**src/rtl/nlg_pkg.sv**
```systemverilog
package nlg_pkg;
  // Gains are stored with two fractional bits (quarter steps).
  localparam int unsigned GAIN_FRAC_BITS = 2;
endpackage

```
**src/rtl/nlg_select.sv**
```systemverilog
module nlg_select
  import nlg_pkg::*;
#(
  parameter int unsigned ERR_W      = 12,
  parameter int unsigned GAIN_W     = 5,
  parameter int unsigned NUM_LIMITS = 4
) (
  input  logic signed [ERR_W-1:0]            err,
  input  logic [NUM_LIMITS*ERR_W-1:0]        pos_limits,
  input  logic [NUM_LIMITS*ERR_W-1:0]        neg_limits,
  input  logic [(NUM_LIMITS+1)*GAIN_W-1:0]   pos_gains,
  input  logic [(NUM_LIMITS+1)*GAIN_W-1:0]   neg_gains,
  output logic [GAIN_W-1:0]                  gain
);
  localparam int unsigned NUM_GAINS = NUM_LIMITS + 1;
  localparam int unsigned SEL_W     = $clog2(NUM_GAINS);

  logic                  is_neg;
  logic [ERR_W-1:0]      mag;
  logic [NUM_LIMITS-1:0] exceed;
  logic [SEL_W-1:0]      sel;

  assign is_neg = err[ERR_W-1];
  // The most negative value negates to 2^(ERR_W-1), which is exact as unsigned.
  assign mag    = is_neg ? ERR_W'(-err) : ERR_W'(err);

  // One comparator per limit.
  for (genvar k = 0; k < NUM_LIMITS; k++) begin : g_cmp
    logic [ERR_W-1:0] lim;
    assign lim       = is_neg ? neg_limits[k*ERR_W +: ERR_W] : pos_limits[k*ERR_W +: ERR_W];
    assign exceed[k] = mag > lim;
  end

  // The highest-numbered exceeded limit wins.
  always_comb begin
    sel = '0;
    for (int k = 0; k < NUM_LIMITS; k++) begin
      if (exceed[k]) sel = SEL_W'(k + 1);
    end
  end

  always_comb begin
    if (is_neg) gain = neg_gains[sel*GAIN_W +: GAIN_W];
    else        gain = pos_gains[sel*GAIN_W +: GAIN_W];
  end

  always_comb begin
    assert_low_gain_R4: assert (!((exceed == '0) && (sel != '0)));
    assert_top_wins_R4: assert (!(exceed[NUM_LIMITS-1] && (sel != SEL_W'(NUM_LIMITS))));
  end
endmodule

```
**src/rtl/nlg_scale.sv**
```systemverilog
module nlg_scale
  import nlg_pkg::*;
#(
  parameter int unsigned ERR_W  = 12,
  parameter int unsigned GAIN_W = 5,
  parameter int unsigned OUT_W  = 12
) (
  input  logic signed [ERR_W-1:0] err,
  input  logic [GAIN_W-1:0]       gain,
  output logic signed [OUT_W-1:0] scaled
);
  localparam int unsigned PROD_W = ERR_W + GAIN_W + 1;
  localparam logic signed [PROD_W-1:0] OUT_MAX = PROD_W'((2 ** (OUT_W - 1)) - 1);
  localparam logic signed [PROD_W-1:0] OUT_MIN = -PROD_W'(2 ** (OUT_W - 1));

  logic signed [PROD_W-1:0] prod;
  logic signed [PROD_W-1:0] shifted;

  assign prod    = PROD_W'(err) * $signed({1'b0, gain});
  assign shifted = prod >>> GAIN_FRAC_BITS;

  always_comb begin
    if (shifted > OUT_MAX)      scaled = OUT_MAX[OUT_W-1:0];
    else if (shifted < OUT_MIN) scaled = OUT_MIN[OUT_W-1:0];
    else                        scaled = shifted[OUT_W-1:0];
  end
endmodule

```
**src/rtl/nlg_gain_stage.sv**
```systemverilog
module nlg_gain_stage
  import nlg_pkg::*;
#(
  parameter int unsigned ERR_W      = 12,
  parameter int unsigned GAIN_W     = 5,
  parameter int unsigned OUT_W      = 12,
  parameter int unsigned NUM_LIMITS = 4
) (
  input  logic                              clk,
  input  logic                              rst_n,
  input  logic                              err_valid,
  input  logic signed [ERR_W-1:0]           err_in,
  input  logic [NUM_LIMITS*ERR_W-1:0]       pos_limits,
  input  logic [NUM_LIMITS*ERR_W-1:0]       neg_limits,
  input  logic [(NUM_LIMITS+1)*GAIN_W-1:0]  pos_gains,
  input  logic [(NUM_LIMITS+1)*GAIN_W-1:0]  neg_gains,
  output logic                              scaled_valid,
  output logic signed [OUT_W-1:0]           scaled_err
);
  logic rst_meta, rst_sync_n;
  logic [GAIN_W-1:0]       gain;
  logic signed [OUT_W-1:0] scaled_d;
  logic signed [OUT_W-1:0] err_q, err_d;
  logic                    vld_d;

  // The reset asserts at once and releases on a clock edge.
  always_ff @(posedge clk or negedge rst_n) begin
    if (!rst_n) begin
      rst_meta   <= 1'b0;
      rst_sync_n <= 1'b0;
    end else begin
      rst_meta   <= 1'b1;
      rst_sync_n <= rst_meta;
    end
  end

  nlg_select #(.ERR_W(ERR_W), .GAIN_W(GAIN_W), .NUM_LIMITS(NUM_LIMITS)) u_select (
    .err(err_in), .pos_limits(pos_limits), .neg_limits(neg_limits),
    .pos_gains(pos_gains), .neg_gains(neg_gains), .gain(gain)
  );

  nlg_scale #(.ERR_W(ERR_W), .GAIN_W(GAIN_W), .OUT_W(OUT_W)) u_scale (
    .err(err_in), .gain(gain), .scaled(scaled_d)
  );

  // Next state
  always_comb begin
    vld_d = err_valid;
    err_d = err_q;
    if (err_valid) err_d = scaled_d;
  end

  // Registers
  always_ff @(posedge clk or negedge rst_sync_n) begin
    if (!rst_sync_n) begin
      scaled_valid <= 1'b0;
      err_q        <= '0;
    end else begin
      scaled_valid <= vld_d;
      err_q        <= err_d;
    end
  end

  assign scaled_err = err_q;

  assert_valid_lag_R2: assert property (@(posedge clk) disable iff (!rst_sync_n)
    err_valid |=> scaled_valid);
  assert_no_spurious_R2: assert property (@(posedge clk) disable iff (!rst_sync_n)
    !err_valid |=> !scaled_valid);
  assert_hold_R3: assert property (@(posedge clk) disable iff (!rst_sync_n)
    !err_valid |=> $stable(scaled_err));
  assert_zero_in_R6: assert property (@(posedge clk) disable iff (!rst_sync_n)
    (err_valid && err_in == '0) |=> scaled_err == '0);
  assert_neg_sign_R6: assert property (@(posedge clk) disable iff (!rst_sync_n)
    (err_valid && err_in < 0) |=> scaled_err <= 0);
  assert_pos_sign_R6: assert property (@(posedge clk) disable iff (!rst_sync_n)
    (err_valid && err_in > 0) |=> scaled_err >= 0);
endmodule

```
**config.mk**
```make
export PLATFORM = sky130hd
export DESIGN_NAME = nlg_gain_stage
export DESIGN_NICKNAME = d
export VERILOG_FILES = /design/src/rtl/nlg_pkg.sv /design/src/rtl/nlg_select.sv /design/src/rtl/nlg_scale.sv /design/src/rtl/nlg_gain_stage.sv
export SDC_FILE = /design/constraint.sdc
export NUM_CORES = 1
export LEC_CHECK = 0
export BUFFER_PORTS_ARGS = -buffer_cell sky130_fd_sc_hd__buf_2
export CORE_ASPECT_RATIO = 1.5
export CORE_MARGIN = 4
export CORE_UTILIZATION = 40
export CTS_CLUSTER_SIZE = 40
export DETAILED_ROUTE_END_ITERATION = 8
export GPL_TIMING_DRIVEN = 0
export HOLD_SLACK_MARGIN = 0.03
export PLACE_DENSITY_LB_ADDON = 0.1
export SLEW_MARGIN = 20
export SYNTH_ARGS = -nofsm -noshare
export SYNTH_HDL_FRONTEND = slang
export SYNTH_SLANG_ARGS = --single-unit
```
**constraint.sdc**
```tcl
create_clock -name clk -period 0.8 [get_ports clk]
set_input_delay 0.04 -clock clk [delete_from_list [all_inputs] [get_ports clk]]
set_output_delay 0.04 -clock clk [all_outputs]
set_load 0.01 [all_outputs]
```
==> results.sh <==
export IMPL_cp_start_kind="input port"
export IMPL_tightestPinTransition_ns=0.599
export IMPL_synth_main_ff_cell="dfrtp_1"
export IMPL_rsz0062_at_grt="true"
export IMPL_start_util_pct=41.0
export IMPL_final_cells=1079
export IMPL_vias=6124
export IMPL_numCtsBuffers=3
export IMPL_critPathBufInv=11
export IMPL_ys_seq_area_share_pct=6.77
export IMPL_synthTopCellsByArea="ha_1 17%, fa_1 13%, mux2i_1 9.6%"
export IMPL_setup_ws_ns=-6.65
export IMPL_grt_pass1_wl_um=30900
export IMPL_required_ns=0.92
export IMPL_gp_congestion=0.870
export IMPL_fmaxAchievable_ghz=0.134
export IMPL_cts_tree="built"
export IMPL_finalHoldViolCount=0
export IMPL_layout_common_cells="166 x buf_2, 73 x inv_1, 60 x buf_4, 57 x ha_1, 48 x mux2i_1"
export IMPL_slowest_delay_ns=0.52
export IMPL_die_area_um2=15800
export IMPL_yosys_area_top_type="ha_1"
export IMPL_first_iter_violations=232
export IMPL_cp_depth=36
export IMPL_cts_htree_levels=1
export IMPL_wirelength_um=19200
export IMPL_routedWlPerCell_um=17.8
export IMPL_synth_edff_count=0
export IMPL_synth_cells=676
export IMPL_min_path_type="in2async"
export IMPL_startpoint="err_in[11]"
export IMPL_p_leak_nw=4.03
export IMPL_crit_path_max_fanout=10
export IMPL_path_clk_slew_ns=0.05
export IMPL_failed_checks="setup timing"
export IMPL_async_flop_share_pct=100
export IMPL_cts_sinks=15
export IMPL_dr_pass1_iters=4
export IMPL_synth_top_area_share_pct=17.4
export IMPL_die_h_um=152
export IMPL_clock_skew_ns=0.00125
export IMPL_ant_nets=0
export IMPL_slowest_stage="fa_1"
export IMPL_max_slew_margin_pct=59.9
export IMPL_fin_crit_sh_pct=931
export IMPL_track_usage_pct=23.2
export IMPL_fin_util_pct=63.4
export IMPL_crit_end="scaled_err[10]"
export IMPL_area_growth_pct=54.7
export IMPL_synth_area_per_cell_um2=8.20
export IMPL_diodes=0
export IMPL_final_area_um2=8580
export IMPL_drc=0
export IMPL_end_kind="flop"
export IMPL_layout_drive_gt1_share_pct=46.5
export IMPL_fin_crit_ns=7.45
export IMPL_vdd_drop_max_uv=11000
export IMPL_portBuffers=169
export IMPL_setup_violations=16
export IMPL_first_global_vias=6512
export IMPL_root_buffer="clkbuf_16"
export IMPL_grt_ovfl_total=0
export IMPL_core_rowCount=52
export IMPL_nets=1193
export IMPL_ys_ff_latch=15
export IMPL_cp_data_arrival_time_ns=7.57
export IMPL_rr_worst_depth=3
export IMPL_reg2reg_slack_ns=-0.23
export IMPL_worst_r2r_startpoint="scaled_err[6]"
export IMPL_yosys_warnings=0
export IMPL_powerDensity_nw_per_um2=5090
export IMPL_synth_area_um2=5550
export IMPL_status="complete, but fails checks"
export IMPL_grt_max_degree=14
export IMPL_yosys_cell_types_count=67
export IMPL_placed_area_um2=6940
export IMPL_pre_cts_ws_ns=-7.88
export IMPL_ioPinCount=174
export IMPL_placed_cells=1007
export IMPL_clk_latency_ns=0.24
export IMPL_grt_antenna_before_repair=0
export IMPL_core_um2=13500
export IMPL_clockBufferDepth=2
export IMPL_final_common_cell="buf_2"
export IMPL_crit_type="in2reg"
export IMPL_via_per_inst=5.68
export IMPL_crit_family="compound AO/OA/AOI/OAI gates"
export IMPL_fp_dieW_um=104
export IMPL_r2r_end="scaled_err[6]"
export IMPL_max_cap_violations=0
export IMPL_dp_hpwl_um=14900
export IMPL_final_max_slew_viol_count=0
export IMPL_syn_nets=951
==> power by group <==
| group | switching (mW) | total (mW) | internal [mW] |
|---|---|---|---|
| Clock | 0.281 | 0.946 | 0.665 |
| Sequential | 0.151 | 1.36 | 1.21 |
| Combinational | 21.5 | 41.3 | 19.8 |
==> cells in the mapped netlist, drive strengths merged (18+ instances only) <==
cell and n:
and2 18, xnor2 19, ha 77, inv 85
nand2 35, mux2i 53, nor2b 21, a21oi 37
o21ai 27, nor2 26, nand3 18, fa 37
==> layout make-up <==
class | instances | area, µm²
buffer | 31 | 388
clock buffer | 3 | 75.1
clock inverter | 1 | 5.00
fill | 1157 | 4950
inverter | 85 | 325
multi-input combinational | 545 | 5770
sequential | 15 | 375
tap | 162 | 203
timing repair buffer | 237 | 1440
==> metrics by stage <==
step / setup TNS, ns / total power, mW / hold WS [ns]
3_5_place_dp: -94.15 / 31.8 / -0.174
6_report: -79.43 / 43.6 / 0.102
2_1_floorplan: -74.64 / 26.8 / -0.256
3_3_place_gp: -93.27 / 31.4 / -0.176
4_1_cts: -78.09 / 38.2 / 0.0943
5_1_grt: -82.04 / 46.4 / 0.116
==> metal layers <==
layer / wire [µm] / part of all wire [%] / track usage (%)
met3: 790 / 4.1 / 2.76
met5: 0 / 0 / 0
met4: 716 / 3.7 / 8.68
met2: 10900 / 57 / 46.9
met1: 6810 / 36 / 23.7
==> kinds of logic after synthesis <==
kind of cell	after synthesis	share of synthesized area (%)
AOI/OAI and AO/OA	170	22.3
adders and majority gates	114	30.7
buffers and inverters	116	8.19
xor gates and xnor gates	22	3.47
and+or+nand+nor	175	16.7
other	1	0.0676
DFF	15	6.77
muxes	63	11.8
==> how the worst min path moves through the flow <==
stage,depth (start not counted),slack [ns],startpoint,endpoint
3_5_place_dp,1,-0.17,rst_n,rst_meta
6_report,2,0.10,rst_n,rst_meta
3_3_place_gp,1,-0.18,rst_n,rst_sync_n
4_1_cts,2,0.09,rst_n,rst_meta
5_1_grt,2,0.12,rst_n,rst_meta
2_1_floorplan,0,-0.26,rst_n,rst_meta
==> worst register-to-register path, stage by stage, from the launching register on <==
cell and delay (ns):
dfrtp_1 0.39, nor2b_1 0.19, a211oi_4 0.29, a21oi_4 0.04
==> timing repair <==
item | CTS | global route
resized for setup | 119 | 84
hold buffers | 2 | 0
setup buffers | 51 | 17
endpoints found under the setup margin | 18 | 24
hold endpoints to repair | 3 | 0
cloned | 1 | 0
pin swaps | 53 | 58
==> state kept, by name (all words and copies together), names as in the netlist <==
register,count
scaled_err,12
rst_meta,1
scaled_valid,1
rst_sync_n,1
No activity file was read; power rests on OpenSTA's default activity.
